===== config.mk =====
export PLATFORM = sky130hd
export DESIGN_NAME = cfg_loader
export DESIGN_NICKNAME = d
export VERILOG_FILES = /design/src/rtl/cfgload_pkg.sv /design/src/rtl/cfg_byte_phase.sv /design/src/rtl/cfg_shifter.sv /design/src/rtl/cfg_stream_ctrl.sv /design/src/rtl/cfg_serial_out.sv /design/src/rtl/cfg_loader.sv
export SDC_FILE = /design/constraint.sdc
export NUM_CORES = 1
export LEC_CHECK = 0
export ABC_AREA = 1
export BUFFER_PORTS_ARGS = -buffer_cell sky130_fd_sc_hd__clkbuf_2
export CORE_UTILIZATION = 55
export CTS_BUF_LIST = sky130_fd_sc_hd__clkbuf_16
export DETAILED_ROUTE_END_ITERATION = 8
export GPL_ROUTABILITY_DRIVEN = 0
export MAX_ROUTING_LAYER = met4
export PLACE_DENSITY_LB_ADDON = 0.15
export SLEW_MARGIN = 20
export SYNTH_ARGS = -nofsm -noshare
export SYNTH_HDL_FRONTEND = slang
export SYNTH_SLANG_ARGS = --single-unit

===== constraint.sdc =====
create_clock -name clk_i -period 3.4 [get_ports clk_i]
set_input_delay 1.02 -clock clk_i [delete_from_list [all_inputs] [get_ports clk_i]]
set_output_delay 1.02 -clock clk_i [all_outputs]
set_load 0.01 [all_outputs]

===== src/rtl/cfgload_pkg.sv =====
package cfgload_pkg;
   localparam logic [2:0] SYNC_BYTE_MODE = 3'b011;

   typedef enum logic {
      ORDER_MSB_FIRST = 1'b0,
      ORDER_LSB_FIRST = 1'b1
   } bit_order_e;
endpackage


===== src/rtl/cfg_byte_phase.sv =====
module cfg_byte_phase #(
   parameter int BYTE_W = 8
) (
   input  logic                       clk_i,
   input  logic                       rst_i,
   input  logic                       active_i,
   output logic                       accept_o,
   output logic                       ack_o,
   output logic [$clog2(BYTE_W)-1:0]  phase_o
);
   localparam int PH_W = $clog2(BYTE_W);
   localparam logic [PH_W-1:0] PH_LAST = PH_W'(BYTE_W - 1);

   logic [PH_W-1:0] phase_q;
   logic            ack_q;

   assign accept_o = active_i && (phase_q == '0);

   always_ff @(posedge clk_i) begin
      if (rst_i || !active_i) begin
         phase_q <= '0;
         ack_q   <= 1'b1;
      end else begin
         phase_q <= (phase_q == PH_LAST) ? '0 : phase_q + 1'b1;
         ack_q   <= (phase_q == '0);
      end
   end

   assign ack_o   = ack_q;
   assign phase_o = phase_q;


   idle_ack_chk: assert property (@(posedge clk_i) disable iff (rst_i)
      !active_i |=> ack_q);
endmodule


===== src/rtl/cfg_shifter.sv =====
module cfg_shifter
   import cfgload_pkg::*;
#(
   parameter int         BYTE_W = 8,
   parameter bit_order_e ORDER  = ORDER_MSB_FIRST
) (
   input  logic              clk_i,
   input  logic              rst_i,
   input  logic              active_i,
   input  logic              accept_i,
   input  logic [BYTE_W-1:0] data_i,
   output logic              bit_o,
   output logic              valid_o
);
   logic [BYTE_W-1:0] sreg_q;
   logic [BYTE_W-1:0] shifted;
   logic              valid_q;

   generate
      if (ORDER == ORDER_MSB_FIRST) begin : g_msb
         assign bit_o   = sreg_q[BYTE_W-1];
         assign shifted = {sreg_q[BYTE_W-2:0], 1'b0};
      end else begin : g_lsb
         assign bit_o   = sreg_q[0];
         assign shifted = {1'b0, sreg_q[BYTE_W-1:1]};
      end
   endgenerate

   always_ff @(posedge clk_i) begin
      if (rst_i || !active_i) begin
         valid_q <= 1'b0;
         sreg_q  <= '0;
      end else if (accept_i) begin
         valid_q <= 1'b1;
         sreg_q  <= data_i;
      end else begin
         sreg_q  <= shifted;
      end
   end

   assign valid_o = valid_q;
endmodule


===== src/rtl/cfg_stream_ctrl.sv =====
module cfg_stream_ctrl #(
   parameter int PRE_BITS    = 8,
   parameter int LEAD_BITS   = 16,
   parameter int FLUSH_EDGES = 12
) (
   input  logic clk_i,
   input  logic rst_i,
   input  logic active_i,
   input  logic bit_valid_i,
   input  logic bit_i,
   output logic fwd_o,
   output logic lead_full_o,
   output logic done_o
);
   localparam int LEAD_END = PRE_BITS + LEAD_BITS;
   localparam int CNT_W    = $clog2(LEAD_END + 1);
   localparam int FL_W     = $clog2(FLUSH_EDGES + 1);
   localparam logic [CNT_W-1:0] CNT_PRE = CNT_W'(PRE_BITS);
   localparam logic [CNT_W-1:0] CNT_END = CNT_W'(LEAD_END);
   localparam logic [FL_W-1:0]  FL_END  = FL_W'(FLUSH_EDGES);

   logic [CNT_W-1:0] bit_cnt_q;
   logic [FL_W-1:0]  flush_q;
   logic             fwd_q;
   logic             in_lead;
   logic             lead_full;

   assign lead_full = (bit_cnt_q == CNT_END);
   assign in_lead   = (bit_cnt_q >= CNT_PRE) && !lead_full;

   always_ff @(posedge clk_i) begin
      if (rst_i) begin
         bit_cnt_q <= '0;
         fwd_q     <= 1'b1;
      end else if (active_i && bit_valid_i) begin
         fwd_q <= in_lead ? 1'b1 : bit_i;
         if (!lead_full) bit_cnt_q <= bit_cnt_q + 1'b1;
      end else begin
         fwd_q <= 1'b1;
      end
   end

   always_ff @(posedge clk_i) begin
      if (rst_i)
         flush_q <= '0;
      else if (active_i && lead_full && (flush_q != FL_END))
         flush_q <= flush_q + 1'b1;
   end

   assign fwd_o       = fwd_q;
   assign lead_full_o = lead_full;
   assign done_o      = (flush_q == FL_END);


   done_hold_chk: assert property (@(posedge clk_i) disable iff (rst_i)
      done_o |=> done_o);

   done_after_lead_chk: assert property (@(posedge clk_i) disable iff (rst_i)
      done_o |-> lead_full);
endmodule


===== src/rtl/cfg_serial_out.sv =====
module cfg_serial_out (
   input  logic clk_i,
   input  logic rst_i,
   input  logic fwd_i,
   output logic ser_o
);
   logic ser_q;

   always_ff @(negedge clk_i) begin
      if (rst_i) ser_q <= 1'b1;
      else       ser_q <= fwd_i;
   end

   assign ser_o = ser_q;
endmodule


===== src/rtl/cfg_loader.sv =====
module cfg_loader
   import cfgload_pkg::*;
#(
   parameter int         BYTE_W     = 8,
   parameter int         PRE_BITS   = 8,
   parameter int         LEAD_BITS  = 16,
   parameter int         FLUSH_BASE = 10,
   parameter int         CHAIN_LEN  = 2,
   parameter bit_order_e ORDER      = ORDER_MSB_FIRST
) (
   input  logic              clk_i,
   input  logic              rst_i,
   input  logic [2:0]        mode_i,
   input  logic              load_en_i,
   input  logic [BYTE_W-1:0] data_i,
   output logic              ack_o,
   output logic              ser_o,
   output logic              done_o
);
   localparam int FLUSH_EDGES = FLUSH_BASE + CHAIN_LEN;
   localparam int PH_W        = $clog2(BYTE_W);

   generate
      if (BYTE_W < 2 || (1 << PH_W) != BYTE_W) begin : g_bad_width
         $error("BYTE_W must be a power of two, at least 2");
      end
      if (LEAD_BITS < 1 || PRE_BITS < 0) begin : g_bad_split
         $error("LEAD_BITS must be positive and PRE_BITS non-negative");
      end
      if (CHAIN_LEN < 0 || FLUSH_BASE < 1) begin : g_bad_flush
         $error("flush length parameters out of range");
      end
   endgenerate

   logic            active;
   logic            accept;
   logic [PH_W-1:0] phase;
   logic            cur_bit;
   logic            bit_valid;
   logic            fwd;
   logic            lead_full;

   assign active = !rst_i && (mode_i == SYNC_BYTE_MODE) && load_en_i;

   cfg_byte_phase #(.BYTE_W(BYTE_W)) u_phase (
      .clk_i    (clk_i),
      .rst_i    (rst_i),
      .active_i (active),
      .accept_o (accept),
      .ack_o    (ack_o),
      .phase_o  (phase)
   );

   cfg_shifter #(.BYTE_W(BYTE_W), .ORDER(ORDER)) u_shift (
      .clk_i    (clk_i),
      .rst_i    (rst_i),
      .active_i (active),
      .accept_i (accept),
      .data_i   (data_i),
      .bit_o    (cur_bit),
      .valid_o  (bit_valid)
   );

   cfg_stream_ctrl #(
      .PRE_BITS    (PRE_BITS),
      .LEAD_BITS   (LEAD_BITS),
      .FLUSH_EDGES (FLUSH_EDGES)
   ) u_stream (
      .clk_i       (clk_i),
      .rst_i       (rst_i),
      .active_i    (active),
      .bit_valid_i (bit_valid),
      .bit_i       (cur_bit),
      .fwd_o       (fwd),
      .lead_full_o (lead_full),
      .done_o      (done_o)
   );

   cfg_serial_out u_ser (
      .clk_i (clk_i),
      .rst_i (rst_i),
      .fwd_i (fwd),
      .ser_o (ser_o)
   );


   ack_once_chk: assert property (@(posedge clk_i) disable iff (rst_i)
      (active && $past(active) && $past(active, 2) && $past(ack_o)) |-> !ack_o);

   accept_phase_chk: assert property (@(posedge clk_i) disable iff (rst_i)
      (active && $past(active) && ack_o) |-> (phase == PH_W'(1)));

   idle_hold_chk: assert property (@(posedge clk_i) disable iff (rst_i)
      (!active && !lead_full) |=> $stable(lead_full));
endmodule


**Word-level counts from Yosys, hierarchy flattened**

Index checks and enable logic that the tools add are counted.

- $add $sub $neg: 3
- Order comparisons: 1
- Equal/unequal tests: 5
- Mux-type cells: 1
- Bitwise gates (word level): 3
- Reductions and logical operators: 16

Operator list:

| operator | count |
|---|---|
| $mux W8 | 1 |
| $logic_and A1 B1 Y1 | 7 |
| $add A5 B1 Y5 const B | 1 |
| $eq A5 B5 Y1 const B | 1 |
| $ge A5 B4 Y1 const B | 1 |
| $add A4 B1 Y4 const B | 1 |
| $eq A4 B4 Y1 const B | 1 |
| $ne A4 B4 Y1 const B | 1 |
| $reduce_or A2 Y1 | 2 |
| $add A3 B1 Y3 const B | 1 |
| $eq A3 B2 Y1 const B | 1 |
| $eq A3 B3 Y1 const B | 1 |
| $logic_not A1 Y1 | 3 |
| $logic_not A3 Y1 | 1 |
| $not A1 Y1 | 3 |
| $reduce_or A3 Y1 | 1 |
| $reduce_and A2 Y1 | 1 |
| $logic_or A1 B1 Y1 | 1 |

- Register bits after elaboration: 24
- Output and inout bits: 3
- Word-level logic and storage cells: 38

**Longest topological paths before layout**

Gate-level depths: netlist (run 1).

- Depth in word-level cells: 6
- Gate-level depth with buffers: 9
- Depth with buffers taken out: 9

**Cells and area by module**

A second synthesis (run 1) with hierarchy kept.

- Cell total of the unflattened synthesis: 154
- Area, all modules: 1121.1 um2

Modules (own cells, without submodules):

| module | times used | cells each | area each (um2) | sequential area each (um2) |
|---|---|---|---|---|
| cfg_stream_ctrl | 1 | 84 | 571.8 | 200.2 |
| cfg_shifter | 1 | 38 | 305.3 | 180.2 |
| cfg_byte_phase | 1 | 22 | 181.4 | 80.1 |
| cfg_serial_out | 1 | 5 | 35.0 | 20.0 |
| cfg_loader | 1 | 5 | 27.5 | 0.0 |

==> reports/qor.yml, run 1 <==
grtUsageTotal: 0.2217
r2r-end: "u_ser.ser_o"
placedCellCount: 186
p_leak_uw: 0.0005975
critPathLaunch: "u_ser.ser_o"
core-area_sq_mm: 0.001802
path_class: "flip-flop to output pin"
setup_ws_ps: -61.77
rsz0062_at_grt: "true"
drcViolationCount: 0
cts_setup_buffers: 0
vdd_ir_drop_max_mv: 0.3286
postCtsHoldBufs: 0
row_count: 15
antenna_found_initial: 0
layout-drive-gt1-share: 0.1758
cts_sinks: 24
setup-violations-final: 1
synthCells: 147
cts_buffer_depth: 2
hold_path_class: "flip-flop to flip-flop"
cp.depth: 1
tightest_slew_ps: 556.2
drv_slew: 0
ys_types: 17
numCtsBuffers: 3
wl_per_cell_um: 10.46
root_buffer: "clkbuf_16"
r2r_slack_ps: 1090
grt_pass1_wl_um: 3318
grt_pass1_vias: 838
ys_warn_count: 0
drtIter0Drc: 24
start_util: 0.6167
io_buffers: 16
ys_seq_elements: 24
regArea_sq_um: 481.7
hold-worst-slack_ps: 448.4
die-area_sq_mm: 0.002204
violations: "negative setup slack"
crit_path_end: "ser_o"
multi_input_area_sq_um: 514.2
final_core_util: 0.7139
die_x_um: 46.95
finClkSkew_ps: 77.61
area_growth_pct: 15.77
synth_area_per_cell_sq_um: 7.558
place_ws_ps: 164.2
grt_max_degree: 17
critPathTopFamily: "flip-flops"
powerDensity_mw_per_mm2: 433.7
stdcell_count: 190
path_clk_slew_ps: 60
status: "finished, violations left"
drtAntennaViolNets: 0
cts.htree.levels: 1
nets: 187
path_buf_inv: 1
synth_nets: 168
hpwl_um: 1438
via_per_inst: 5.011
routed_wl_um: 1987
yosysSeqAreaShare: 0.4324
r2r-start: "u_stream.fwd_o"
crit_chain: "buf_6"
cpMaxStageDelayCell: "dfxtp_2"
crit_arrival_ps: 2440
layout_common_cells: "33 x nand2_1, 23 x dfxtp_1, 22 x inv_1"
hold_viol_final: 0
cap_violations: 0
ioPinCount: 17
nFillCells: 161
cp_slowest_stage_delay_ps: 300
overflow: 0
end_kind: "output pin"
clk_latency_ps: 330
antenna_cells: 0
drt_pre_antenna_iters: 4
final_common_cell: "nand2_1"
relSlewSlack: 0.6278
worstPathRequired_ps: 2380
vias: 952
critical_path.startpoint_type: "flip-flop"
crit_path_max_fanout: 1
die_y_um: 46.95
syn_area_sq_mm: 0.001111
r2r.worst_path.cells: 1
cts_tree: "done"
==> layout make-up <==
class | count | share of cell area
repair buffers | 17 | 0.07296
clock inverters | 2 | 0.005837
multi-input cells | 97 | 0.3998
flip-flops and latches | 24 | 0.3745
clock buffers | 3 | 0.05837
inverters | 22 | 0.06420
well taps | 25 | 0.02432
==> worst min path at each step <==
| stage | from | end | cells past startpoint | slack [ps] |
|---|---|---|---|---|
| after detailed placement | u_shift.sreg_q[0] | u_shift.sreg_q[1] | 2 | 440 |
| after global routing | u_shift.sreg_q[3] | u_shift.sreg_q[4] | 2 | 470 |
| after global placement | u_shift.sreg_q[1] | u_shift.sreg_q[2] | 2 | 430 |
| after floorplan | u_shift.sreg_q[7] | u_stream.fwd_o | 2 | 410 |
| final | u_shift.sreg_q[3] | u_shift.sreg_q[4] | 2 | 450 |
| after CTS | u_shift.sreg_q[3] | u_shift.sreg_q[4] | 2 | 450 |
==> report_power, final <==
group	leakage (uW)	switching [uW]	total, uW	internal (uW)
combinational	0.000360	9.17	16.9	7.74
sequential	0.000193	1.03	284	283
clock	0.0000439	98.5	257	159
==> per-layer routing <==
layer / up-vias / track usage / routed length, um
met3: 5 / 0.03462 / 70
met5: - / - / 0
met2: 20 / 0.3806 / 972
met1: 428 / 0.2482 / 903
met4: 0 / 0.1086 / 40
li1: 499 / - / -
==> through the flow <==
| stage | area (sq um) | TNS, ps | power, uW |
|---|---|---|---|
| global placement | 1200 | 0 | 310.3 |
| CTS | 1279 | -67.12 | 561.3 |
| finish | 1286 | -61.77 | 557.9 |
| global route | 1286 | -93.61 | 575.0 |
| detailed placement | 1200 | 0 | 310.7 |
| floorplan | 1111 | 0 | 301.7 |
==> cell usage after synthesis <==
cell type | instances | area (sq um)
buf_4 | 1 | 7.510
a21oi_1 | 3 | 15.01
or2_2 | 1 | 6.260
o21ai_0 | 2 | 10.01
inv_2 | 1 | 3.750
buf_6 | 2 | 22.52
nand3_2 | 2 | 20.02
nor2_4 | 1 | 11.26
ha_1 | 7 | 87.58
nand4_1 | 7 | 43.79
dfxtp_1 | 24 | 480.5
nand2_2 | 2 | 12.51
nand2_1 | 33 | 123.9
inv_1 | 22 | 82.58
nor2_1 | 19 | 71.32
nand3_4 | 1 | 17.52
nand3_1 | 19 | 95.09
==> flip-flops by register name, indices dropped and copies added (netlist names) <==
signal / count
u_phase.ack_o: 1
u_stream.fwd_o: 1
u_stream.bit_cnt_q: 5
u_shift.sreg_q: 8
u_ser.ser_o: 1
u_shift.valid_o: 1
u_phase.phase_o: 3
u_stream.flush_q: 4
==> cell families (layout without fill, tap and decap cells) <==
kind of cell	after synthesis	count (layout)	share of synthesized area
compound gates	5	5	0.02252
fa+ha+maj	7	7	0.07883
buf+inv	26	44	0.1047
flops	24	24	0.4324
simple gates	85	85	0.3615
==> what timing repair did <==
| item | in CTS | in global routing |
|---|---|---|
| pin swaps | 0 | 0 |
| setup endpoints to repair | 1 | 1 |
| gates resized for setup | 0 | 3 |
Power figures use the tool's default switching activity.
==> run 2, diff against run 1 <==
--- a/config.mk
+++ b/config.mk
@@ -9,2 +9,3 @@
 export BUFFER_PORTS_ARGS = -buffer_cell sky130_fd_sc_hd__clkbuf_2
+export CORE_MARGIN = 5
 export CORE_UTILIZATION = 55
@@ -19 +20,2 @@
 export SYNTH_SLANG_ARGS = --single-unit
+export TNS_END_PERCENT = 100
==> constraint.sdc (replaced) <==
create_clock -name clk_i -period 3.4 [get_ports clk_i]
set_input_delay 0.34 -clock clk_i [delete_from_list [all_inputs] [get_ports clk_i]]
set_output_delay 0.34 -clock clk_i [all_outputs]
set_load 0.01 [all_outputs]
==> reports/qor.yml, run 2 (synthesis results as in run 1) <==
hold_path_class: "primary input to flip-flop"
wl_per_cell_um: 9.838
rsz0062_at_grt: "false"
cts_tree: "done"
largest_registers: "u_shift.sreg_q (8), u_stream.bit_cnt_q (5), u_stream.flush_q (4)"
antenna_found_initial: 0
hold_depth: 3
drtIter0Drc: 7
crit_chain: "clkbuf_2"
antenna_cells: 0
min_to: "u_shift.sreg_q[0]"
status: "completed"
die_y_um: 54.95
nets: 186
crit_path_max_fanout: 1
cts_setup_buffers: 0
path_buf_inv: 1
powerDensity_mw_per_mm2: 469.9
relSlewSlack: 0.5581
finClkSkew_ps: 73.71
die-area_sq_mm: 0.003019
tightest_slew_ps: 661.3
die_x_um: 54.95
cts_resized: 0
layout_common_cells: "33 x nand2_1, 24 x dfxtp_1, 22 x inv_1"
cpMaxStageDelayCell: "dfxtp_1"
r2r_slack_ps: 1090
grt_pass1_wl_um: 3374
cap_violations: 0
vias: 931
r2r-end: "u_ser.ser_o"
cts_sinks: 24
ioPinCount: 17
final_common_cell: "nand2_1"
critPathTopFamily: "flip-flops"
vdd_ir_drop_max_mv: 0.2943
end_kind: "output pin"
cp_slowest_stage_delay_ps: 300
path_class: "flip-flop to output pin"
nFillCells: 183
cts_buffer_depth: 2
routed_wl_um: 1879
grt_max_degree: 30
setup-violations-final: 0
r2r.worst_path.cells: 1
tns_ps: 0
hold-worst-slack_ps: 274.1
grt_pass1_vias: 825
top_register: "u_shift.sreg_q"
critical_path.startpoint_type: "flip-flop"
worstHoldStart: "data_i[0]"
crit_arrival_ps: 2450
layout-drive-gt1-share: 0.1707
via_per_inst: 4.874
root_buffer: "clkbuf_16"
cts.htree.levels: 1
grtUsageTotal: 0.1614
drv_slew: 0
path_clk_slew_ps: 60
drcViolationCount: 0
worstPathRequired_ps: 3060
largest_reg_flops: 8
drtAntennaViolNets: 0
overflow: 0
row_count: 16
p_leak_uw: 0.0006010
stdcell_area_sq_mm: 0.001295
hold_viol_final: 0
hpwl_um: 1435
area_growth_pct: 16.55
dpl_cell_area_sq_mm: 0.001195
drt_pre_antenna_iters: 4
clk_latency_ps: 330
final_core_util: 0.6669
core-area_sq_mm: 0.001942
start_util: 0.5722
postCtsHoldBufs: 0
r2r-start: "u_stream.fwd_o"
io_buffers: 16
numCtsBuffers: 3
==> run 2: cell type report <==
class                   count  area, sq um  share of cell area
clock buffers               4        100.1             0.07729
clock inverters             1        3.754            0.002899
inverters                  22        82.58             0.06377
multi-input cells          97        514.2              0.3971
flip-flops and latches     24        480.5              0.3710
well taps                  27        33.78             0.02609
repair buffers             16        80.08             0.06184
==> run 2: worst max-delay path by stage <==
stage                      from           to  slack (ps)  depth (start not counted)
CTS                 u_ser.ser_o        ser_o         600                          1
floorplan                 rst_i  u_ser.ser_o         990                          1
detailed placement        rst_i  u_ser.ser_o         840                          2
finish              u_ser.ser_o        ser_o         610                          1
global route        u_ser.ser_o        ser_o         570                          1
global placement          rst_i  u_ser.ser_o         850                          2
==> run 2: stage by stage <==
stage                     std cells  setup slack, ps  total power [uW]
after floorplan                 147            989.5             301.7
after global placement          187            853.8             310.0
after detailed placement        187            844.6             310.4
after CTS                       191            597.9             616.2
after global routing            191            569.2             631.8
final                           191            611.8             608.5
==> run 2: report_power, final <==
group          switching, uW  internal [uW]
logic                   9.01           7.50
clock network            102            206
registers               1.04            283
total                    112            496
==> run 2: layer usage <==
metal,track usage,routed length (um),vias to the layer above
met2,0.2697,928,13
met4,0.08502,38,0
li1,-,-,498
met1,0.1812,843,417
met3,0.03217,69,3
met5,-,0,-
